==> config.mk <==
export PLATFORM = sky130hd
export DESIGN_NAME = buzz_tone_gen
export DESIGN_NICKNAME = d
export VERILOG_FILES = /design/src/rtl/buzz_pkg.sv /design/src/rtl/buzz_prescaler.sv /design/src/rtl/buzz_sub_sync.sv /design/src/rtl/buzz_divider.sv /design/src/rtl/buzz_tone_gen.sv
export SDC_FILE = /design/constraint.sdc
export NUM_CORES = 1
export LEC_CHECK = 0
export CORE_ASPECT_RATIO = 1.1
export CORE_UTILIZATION = 44
export DETAILED_ROUTE_END_ITERATION = 10
export GPL_TIMING_DRIVEN = 1
export PLACE_DENSITY_LB_ADDON = 0.08
export SYNTH_ARGS = -nofsm -noshare
export SYNTH_HDL_FRONTEND = slang
export SYNTH_SLANG_ARGS = --single-unit
==> constraint.sdc <==
create_clock -name clk_i -period 3.4 [get_ports clk_i]
set_clock_uncertainty 0.2 [all_clocks]
set_input_delay 0.51 -clock clk_i [delete_from_list [all_inputs] [get_ports clk_i]]
set_output_delay 0.51 -clock clk_i [all_outputs]
set_load 0.02 [all_outputs]
==> src/rtl/buzz_pkg.sv <==
`timescale 1ns/1ps
package buzz_pkg;
  localparam int unsigned CTRL_W  = 8;
  localparam int unsigned RATIO_W = 3;
  localparam int unsigned SEL_W   = 2;
  localparam int unsigned DIV_W   = 13;
  localparam int unsigned TAP_W   = $clog2(DIV_W);

  typedef enum logic [SEL_W-1:0] {
    SRC_PRE_A = 2'b00,
    SRC_PRE_B = 2'b01,
    SRC_PRE_C = 2'b10,
    SRC_SUB   = 2'b11
  } src_sel_e;

  typedef struct packed {
    logic [CTRL_W-RATIO_W-2:0] rsv;
    logic [RATIO_W-1:0]        ratio;
    logic                      en;
  } ctrl_t;

  // log2 of the divisor: 4, 5, then 8..13
  function automatic logic [TAP_W:0] ratio_log2(input logic [RATIO_W-1:0] code);
    logic [TAP_W:0] r;
    case (code)
      3'd0:    r = 5'd4;
      3'd1:    r = 5'd5;
      default: r = 5'({2'b00, code}) + 5'd6;
    endcase
    return r;
  endfunction
endpackage

==> src/rtl/buzz_prescaler.sv <==
`timescale 1ns/1ps
module buzz_prescaler #(
  parameter int unsigned PRE_A_LOG2 = 2,
  parameter int unsigned PRE_B_LOG2 = 6,
  parameter int unsigned PRE_C_LOG2 = 7
) (
  input  logic       clk_i,
  input  logic       rst_ni,
  output logic [2:0] tick_o
);
  localparam int unsigned MAX_AB = (PRE_A_LOG2 > PRE_B_LOG2) ? PRE_A_LOG2 : PRE_B_LOG2;
  localparam int unsigned PRE_W  = (MAX_AB > PRE_C_LOG2) ? MAX_AB : PRE_C_LOG2;
  localparam int unsigned LOGS [3] = '{PRE_A_LOG2, PRE_B_LOG2, PRE_C_LOG2};

  logic [PRE_W-1:0] cnt_q;

  always_ff @(posedge clk_i or negedge rst_ni) begin
    if (!rst_ni) cnt_q <= '0;
    else         cnt_q <= cnt_q + 1'b1;
  end

  for (genvar g = 0; g < 3; g++) begin : g_tap
    localparam int unsigned L = LOGS[g];
    if (L == 0) begin : g_full
      assign tick_o[g] = 1'b1;
    end else begin : g_div
      assign tick_o[g] = &cnt_q[L-1:0];
    end
  end

  if (PRE_A_LOG2 <= PRE_B_LOG2 && PRE_B_LOG2 <= PRE_C_LOG2) begin : g_nest_chk
    // slower taps coincide with faster ones
    a_r5_nested_taps: assert property (@(posedge clk_i) disable iff (!rst_ni)
      tick_o[2] |-> (tick_o[1] && tick_o[0]));
  end
endmodule

==> src/rtl/buzz_sub_sync.sv <==
`timescale 1ns/1ps
module buzz_sub_sync #(
  parameter int unsigned SYNC_STAGES = 2
) (
  input  logic clk_i,
  input  logic rst_ni,
  input  logic sub_clk_i,
  output logic pulse_o
);
  logic [SYNC_STAGES-1:0] sync_q;
  logic                   last_q;

  always_ff @(posedge clk_i or negedge rst_ni) begin
    if (!rst_ni) begin
      sync_q <= '0;
      last_q <= 1'b0;
    end else begin
      sync_q <= {sync_q[SYNC_STAGES-2:0], sub_clk_i};
      last_q <= sync_q[SYNC_STAGES-1];
    end
  end

  assign pulse_o = sync_q[SYNC_STAGES-1] & ~last_q;

  // one pulse per subclock rising edge
  a_r6_single_pulse: assert property (@(posedge clk_i) disable iff (!rst_ni)
    pulse_o |=> !pulse_o);
endmodule

==> src/rtl/buzz_divider.sv <==
`timescale 1ns/1ps
module buzz_divider
  import buzz_pkg::*;
#(
  parameter int unsigned CNT_W = DIV_W
) (
  input  logic               clk_i,
  input  logic               rst_ni,
  input  logic               tick_i,
  input  logic [RATIO_W-1:0] ratio_i,
  output logic               tone_o
);
  logic [CNT_W-1:0] cnt_q;
  logic [TAP_W:0]   tap_idx;

  always_ff @(posedge clk_i or negedge rst_ni) begin
    if (!rst_ni)     cnt_q <= '0;
    else if (tick_i) cnt_q <= cnt_q + 1'b1;
  end

  assign tap_idx = ratio_log2(ratio_i) - 1'b1;
  assign tone_o  = cnt_q[tap_idx[TAP_W-1:0]];

  // divider only moves on count pulses and is never cleared
  a_r7_hold_without_tick: assert property (@(posedge clk_i) disable iff (!rst_ni)
    !tick_i |=> $stable(cnt_q));
  a_r8_step_on_tick: assert property (@(posedge clk_i) disable iff (!rst_ni)
    tick_i |=> (cnt_q == $past(cnt_q) + 1'b1));
endmodule

==> src/rtl/buzz_tone_gen.sv <==
`timescale 1ns/1ps
module buzz_tone_gen
  import buzz_pkg::*;
#(
  parameter int unsigned PRE_A_LOG2  = 2,
  parameter int unsigned PRE_B_LOG2  = 6,
  parameter int unsigned PRE_C_LOG2  = 7,
  parameter int unsigned SYNC_STAGES = 2
) (
  input  logic              clk_i,
  input  logic              rst_ni,
  input  logic              sub_clk_i,
  input  logic [SEL_W-1:0]  clk_sel_i,
  input  logic              reg_wr_i,
  input  logic [CTRL_W-1:0] reg_wdata_i,
  output logic [CTRL_W-1:0] reg_rdata_o,
  output logic              buzz_o
);
  ctrl_t      ctrl_q;
  logic [2:0] pre_tick;
  logic       sub_tick;
  logic       cnt_tick;
  logic       tone;

  always_ff @(posedge clk_i or negedge rst_ni) begin
    if (!rst_ni) begin
      ctrl_q <= '0;
    end else if (reg_wr_i) begin
      ctrl_q.rsv   <= '0;
      ctrl_q.ratio <= reg_wdata_i[RATIO_W:1];
      ctrl_q.en    <= reg_wdata_i[0];
    end
  end

  buzz_prescaler #(
    .PRE_A_LOG2(PRE_A_LOG2),
    .PRE_B_LOG2(PRE_B_LOG2),
    .PRE_C_LOG2(PRE_C_LOG2)
  ) u_pre (
    .clk_i (clk_i),
    .rst_ni(rst_ni),
    .tick_o(pre_tick)
  );

  buzz_sub_sync #(.SYNC_STAGES(SYNC_STAGES)) u_sub (
    .clk_i    (clk_i),
    .rst_ni   (rst_ni),
    .sub_clk_i(sub_clk_i),
    .pulse_o  (sub_tick)
  );

  always_comb begin
    unique case (src_sel_e'(clk_sel_i))
      SRC_PRE_A: cnt_tick = pre_tick[0];
      SRC_PRE_B: cnt_tick = pre_tick[1];
      SRC_PRE_C: cnt_tick = pre_tick[2];
      default:   cnt_tick = sub_tick;
    endcase
  end

  buzz_divider u_div (
    .clk_i  (clk_i),
    .rst_ni (rst_ni),
    .tick_i (cnt_tick),
    .ratio_i(ctrl_q.ratio),
    .tone_o (tone)
  );

  assign buzz_o      = ctrl_q.en & tone;
  assign reg_rdata_o = ctrl_q;

  a_r2_write_masks_rsv: assert property (@(posedge clk_i) disable iff (!rst_ni)
    reg_wr_i |=> (reg_rdata_o == {4'b0000, $past(reg_wdata_i[3:0])}));
  a_r3_disabled_low: assert property (@(posedge clk_i) disable iff (!rst_ni)
    !reg_rdata_o[0] |-> !buzz_o);
  a_r4_toggle_needs_tick: assert property (@(posedge clk_i) disable iff (!rst_ni)
    ($past(buzz_o) != buzz_o) && !$past(reg_wr_i) |-> $past(cnt_tick));
endmodule

==> metrics.txt, run 1 <==
Final ANT Viol Nets 0; Syn Std Cell Area 1440 um^2; Final Max Tran Viols 0; Synth Area in XOR/XNOR 0.104; CP max FO 6; worst skew pair latency roughly 0.32 ns; Synth Area in Compound Gates 0.138; CTS buffer count 3; Hold EP u_sub.sync_q[1]; pre-CTS WS 0.332 ns; Hold Crit Start u_sub.sync_q[0]; fraction of layout cells with a size suffix above 1 0.118; FF-to-FF path depth 5; I/O Pins 23; Seq/Total Area, Yosys 0.470; CP endpoint kind primary output; Tcrit/Tclk final 0.935; DPL Wire Length ~1700 um; main combinational cell family by area after synthesis compound AO/OA/AOI/OAI gates; Worst Hold Class reg2reg; unrepaired setup endpoints after global routing false; # diodes 0; Hold Crit Depth 0; Clock Pin Slew Worst Setup and Hold Paths 0.14 ns; Die Area 3500 um^2; Final WS setup about 0.22 ns; Rows 21; Die Y 61.9 um; Total GRT Usage 0.151; fmax 0.315 GHz; post-synthesis simple-gate area fraction 0.105; post-synthesis mux area share 0.0688; largest net degree at the start of global routing 28; slowest stage delay, CP 0.54 ns; final core utilization 0.526; R2R Path End u_div.cnt_q[1]; Setup TNS Final 0 ns; initial DRC count 16; number of vias per cell between 5 and 6; core area 3070 um^2; leak pwr 0.000687 uW; final WL 2320 um; pwr dens approximately 430 nW/um^2; commonest non-fill, non-tap cell in the layout dfrtp_1; Max-Cap Viols 0; element type at the critical path start flop; post-synthesis adder-cell area fraction 0.0610; DR pass1 iterations 4; initial core utilization 0.467; Final min period 3.18 ns; crit path kind reg2out; Rel. slew slack 0.640; Critical Path RT 2.69 ns; r2r setup slk 1.37 ns; Synth Area per Inst between 10 and 15 um^2; maximum vdd ir drop 0.344 mV; Post-Syn Instances 121; chip width 56.5 um; routed len/inst 13.7 um; CTS tree built; top cell type's share of synthesized area 0.470; Post-CTS Resized 1; Area contributors post-synth dfrtp_1 (47%), xnor2_1 (9.1%), ha_1 (6.1%); critical-path cell list inv_1 > ha_1 > mux4_2 > mux2i_1 > o32ai_2 > dlygate4sd2_1; Yosys warning total 0; vias 955; final global-route overflow total 0; vias in the first global route 925; run status completed; first-pass GRT wire length about 4100 um; CTS H-tree depth 1; final setup fails 0; Synth Register Bits 27; initial antenna violation count 0; Reg-to-Reg Start u_pre.cnt_q[0]; final net count around 160; Remaining DRCs 0; commonest non-fill, non-tap cells in the layout dfrtp_1 (27), xnor2_1 (15), clkdlybuf4s50_1 (13); postcts setup bufs 0; clock sink count 27; Worst Tran Pin Value 0.539 ns; CP arrival between 2 and 2.5 ns; final hold violation count 0; Max stage delay cell, worst path mux4_2; P&R area growth vs syn 12.5%; # port buffers 14; CTS hold repair buffers 0; cell taking the most area after synthesis dfrtp_1; Synth cell types 37; RePlAce Congestion roughly 0.88; Root Buffer clkbuf_4; CTS max path bufs 2
==> synthesized netlist by cell type <==
cell        n
nand3b_1    1
a21bo_1     1
nand3_1     3
nor2_1      3
a21oi_1     1
nand4b_1    1
a211oi_4    1
nor4_1      1
xnor2_1    15
o2111ai_2   1
mux2_2      3
clkbuf_2    1
ha_1        7
mux4_2      2
buf_6       1
inv_1       5
nand2_1     6
and3_4      1
nand2b_1    2
buf_4       4
nor3_1      1
nand4_1     1
clkbuf_1    1
o32ai_2     1
buf_2       1
o21ai_0     7
o2111ai_1   8
mux2i_1     2
and3_1      4
xor2_1      2
dfrtp_1    27
or3b_1      1
a311oi_1    1
nand3_2     1
o311a_1     1
o211ai_1    1
conb_1      1
==> area by class of cell <==
type	count	area (um^2)
Fill cell	288	1460
Multi-Input combinational cell	84	698
Sequential cell	27	676
Timing Repair Buffer	16	154
Tap cell	34	42.5
Clock buffer	3	22.5
Inverter	5	18.8
Clock inverter	1	5.00
==> where the power goes <==
group	internal [uW]	switching [uW]	total, uW
registers	355	51.0	406
clock network	44.1	91.3	135
logic	84.0	76.3	160
==> layer usage <==
layer / GRT usage / up-vias / share of wire
met2: 0.249 / 27 / 0.49
met3: 0.0207 / 4 / 0.034
li1: - / 458 / -
met1: 0.201 / 466 / 0.46
met4: 0.0732 / 0 / 0.013
met5: 0 / - / 0
==> cell families (layout without fill, tap and decap cells) <==
logic type | count (synthesis) | in the layout
flip-flops | 27 | 27
AND/OR/NAND/NOR | 26 | 26
AO/OA/AOI/OAI | 23 | 23
XOR/XNOR | 17 | 17
buffers and inverters | 13 | 25
adder cells (fa/ha/maj) | 7 | 7
multiplexers | 7 | 7
other | 1 | 4
==> through the flow <==
stage	hold slack (ns)	instance area, um^2	std cells	power (uW)
6_report	0.174	1620	170	701
3_5_place_dp	0.136	1590	166	574
5_1_grt	0.178	1620	170	746
4_1_cts	0.175	1620	170	713
3_3_place_gp	0.149	1590	166	570
2_1_floorplan	0.0144	1450	124	518
==> worst max path at each step <==
stage | cells past startpoint | from | slack, ns | to
after floorplan | 6 | reg_rdata_o[2] | 0.73 | buzz_o
after global placement | 7 | reg_rdata_o[3] | 0.38 | buzz_o
after detailed placement | 7 | reg_rdata_o[3] | 0.33 | buzz_o
after CTS | 6 | reg_rdata_o[2] | 0.18 | buzz_o
after global routing | 6 | reg_rdata_o[3] | 0.05 | buzz_o
final | 6 | reg_rdata_o[2] | 0.22 | buzz_o
==> flip-flops by register name, indices dropped and copies added, names as in the netlist <==
name	cells
reg_rdata_o	4
u_div.cnt_q	13
u_pre.cnt_q	7
u_sub.last_q	1
u_sub.sync_q	2
==> critical path, delay by kind of cell, from the launching register on <==
kind                     cells  cell delay, ns
multiplexers                 2            0.71
adder cells (fa/ha/maj)      1            0.45
flip-flops                   1            0.46
AO/OA/AOI/OAI                1            0.09
buffers and inverters        2            0.45
Power figures use the tool's default switching activity.
==> run 2: changes to the inputs <==
--- a/config.mk
+++ b/config.mk
@@ -6,7 +6,7 @@
 export NUM_CORES = 1
 export LEC_CHECK = 0
 export CORE_ASPECT_RATIO = 1.1
-export CORE_UTILIZATION = 44
+export CORE_UTILIZATION = 35
 export DETAILED_ROUTE_END_ITERATION = 10
 export GPL_TIMING_DRIVEN = 1
 export PLACE_DENSITY_LB_ADDON = 0.08
==> run 2 against run 1 <==
Utilization fell by 10 points. Worst setup slack improved by 0.19 ns. Sequential share of layout area fell by 1.3 points. Maximum frequency rose by 6.5%. Non-clock buffer count did not move. Via count fell by 0.73%. Sequential power barely moved. Clock-buffer cell count did not move. Critical path depth rose by 1. Critical path type unchanged. Highest routed layer unchanged.
==> metrics.txt, run 2 (synthesis gave the netlist of run 1 again) <==
largest net degree at the start of global routing 28 (unchanged); Hold Crit Depth 0 (unchanged); Final min period 2.98 ns (-0.195 ns); Total GRT Usage 0.131 (-0.0204); Final WS setup 0.417 ns (+0.195 ns); final core utilization 0.424 (-0.102); Hold EP u_sub.sync_q[1]; initial DRC count 29 (+13); Tcrit/Tclk final 0.877 (-0.0573); maximum vdd ir drop 0.203 mV (-41%); vias 948 (-0.73%); Reg-to-Reg Start u_pre.cnt_q[0]; Psw 232 uW (+6.2%); fraction of layout cells with a size suffix above 1 0.125 (+0.00735); Max-Cap Viols 0 (unchanged); DPL Wire Length 1810 um (+5.9%); Remaining DRCs 0 (unchanged); commonest non-fill, non-tap cells in the layout dfrtp_1 (27), xnor2_1 (15), clkdlybuf4s50_1 (13); RePlAce Congestion 0.795 (-9.6%); Root Buffer clkbuf_8; max reg flops 13 (unchanged); postcts setup bufs 0 (unchanged); placed instance area 1610 um^2 (+1.4%); CTS max path bufs 2 (unchanged); Worst Hold Class reg2reg; Rel. slew slack 0.632 (-0.00802); I/O Pins 23 (unchanged); P&R area growth vs syn 16.0%; vias in the first global route 995 (+7.6%); Hold Crit Start u_sub.sync_q[0]; CP arrival 2.27 ns (-0.20 ns); CP endpoint kind primary output; first-pass GRT wire length 4460 um (+8.4%); Clock Pin Slew Worst Setup and Hold Paths 0.09 ns (-0.05 ns); R2R Path End u_div.cnt_q[1]; FF-to-FF path depth 5 (unchanged); final setup fails 0 (unchanged); number of vias per cell 5.04 (-10%); pre-CTS WS 0.347 ns (+0.0149 ns); Top reg by flops u_div.cnt_q; initial antenna violation count 0 (unchanged); routed len/inst 13.3 um (-2.3%); final WL 2510 um (+8.0%); Die Area 4360 um^2 (+25%); # diodes 0 (unchanged); Buf/Inv on CP 2 (unchanged); cell-internal power 524 uW (+8.5%); core area 3930 um^2 (+28%); r2r setup slk 1.33 ns (-0.04 ns); worst skew pair latency 0.28 ns (-0.04 ns); DR pass1 iterations 2 (-2); CTS tree built; Die Y 69.2 um (+12%); commonest non-fill, non-tap cell in the layout dfrtp_1; Rows 24 (+14%); CTS hold repair buffers 0 (unchanged); slowest stage delay, CP 0.43 ns (-0.11 ns); Sw Ratio 0.307 (-0.00460); design area 1670 um^2 (+3.1%); Post-CTS Resized 0 (-1); initial core utilization 0.365 (-0.102); run status completed; final global-route overflow total 0 (unchanged); crit path kind reg2out; final net count 158 (unchanged); Critical Path RT 2.69 ns (about the same); Worst Tran Pin Value 0.551 ns (+0.0120 ns); CTS H-tree depth 1 (unchanged); clock power share 0.247 (+0.054); Setup TNS Final 0 ns (unchanged); unrepaired setup endpoints after global routing false; leak pwr 0.000702 uW (+2.2%); CP max FO 5 (-1); final hold violation count 0 (unchanged); Power Total 756 uW (+7.8%); Final ANT Viol Nets 0 (unchanged); CTS buffer count 3 (unchanged); Crit path max-delay family simple AND/OR/NAND/NOR gates; Final Max Tran Viols 0 (unchanged); # port buffers 14 (unchanged); fmax 0.335 GHz (+6.5%); combinational share of power 0.215 (-0.014); pwr dens 454 nW/um^2 (+4.6%); chip width 63.1 um (+12%); element type at the critical path start flop; part of the power in registers 0.538 (-0.040); clock sink count 27 (unchanged); critical-path cell list inv_1 > ha_1 > a21bo_1 > and3_4 > or3b_1 > o32ai_2 > dlymetal6s2s_1; Max stage delay cell, worst path dfrtp_1
[run 2: cell types whose count changed in the layout (fill, tap and decap cells not counted), sizes merged]
cell          before  now
dlygate4sd2        1    0
clkinv             1    0
clkinvlp           0    1
dlymetal6s2s       0    1
[run 2: cell type report]
type / count / area [um^2]
fill: 388 / 2270
clock inverter: 1 / 7.51
inverter: 5 / 18.8
tap: 52 / 65.1
clock buffer: 3 / 41.3
sequential: 27 / 676
multi-input combinational: 84 / 701
timing repair buffer: 16 / 158
[run 2: through the flow]
stage | cells | hold slack (ns)
after floorplan | 124 | 0.0144
after global placement | 184 | 0.140
after detailed placement | 184 | 0.136
after CTS | 188 | 0.168
after global routing | 188 | 0.181
final | 188 | 0.164
[run 2: power by group through the flow]
stage | Combinational (uW) | Sequential [uW] | Clock (uW)
2_1_floorplan | 126 | 393 | 0
3_3_place_gp | 161 | 411 | 0
3_5_place_dp | 165 | 413 | 0
4_1_cts | 165 | 407 | 194
5_1_grt | 180 | 414 | 210
6_report | 162 | 407 | 187
[run 2: worst max-delay path by stage]
stage	from	to	depth (start not counted)
after floorplan	reg_rdata_o[2]	buzz_o	6
after global placement	reg_rdata_o[2]	buzz_o	6
after detailed placement	reg_rdata_o[3]	buzz_o	7
after CTS	reg_rdata_o[3]	buzz_o	7
after global routing	reg_rdata_o[3]	buzz_o	7
final	reg_rdata_o[3]	buzz_o	7
[run 2: metal layers]
layer | routed length, um | global-route usage
met5 | 0 | 0
met4 | 71 | 0.0724
met3 | 45 | 0.0197
met2 | 1190 | 0.204
met1 | 1200 | 0.172
[run 2: worst reg2reg max path, stage by stage, from the launching register on]
cell and delay [ns]:
dfrtp_1 0.39, ha_1 0.24, nand3_2 0.15, a211oi_4 0.53
nor2_1 0.15, mux2_2 0.30
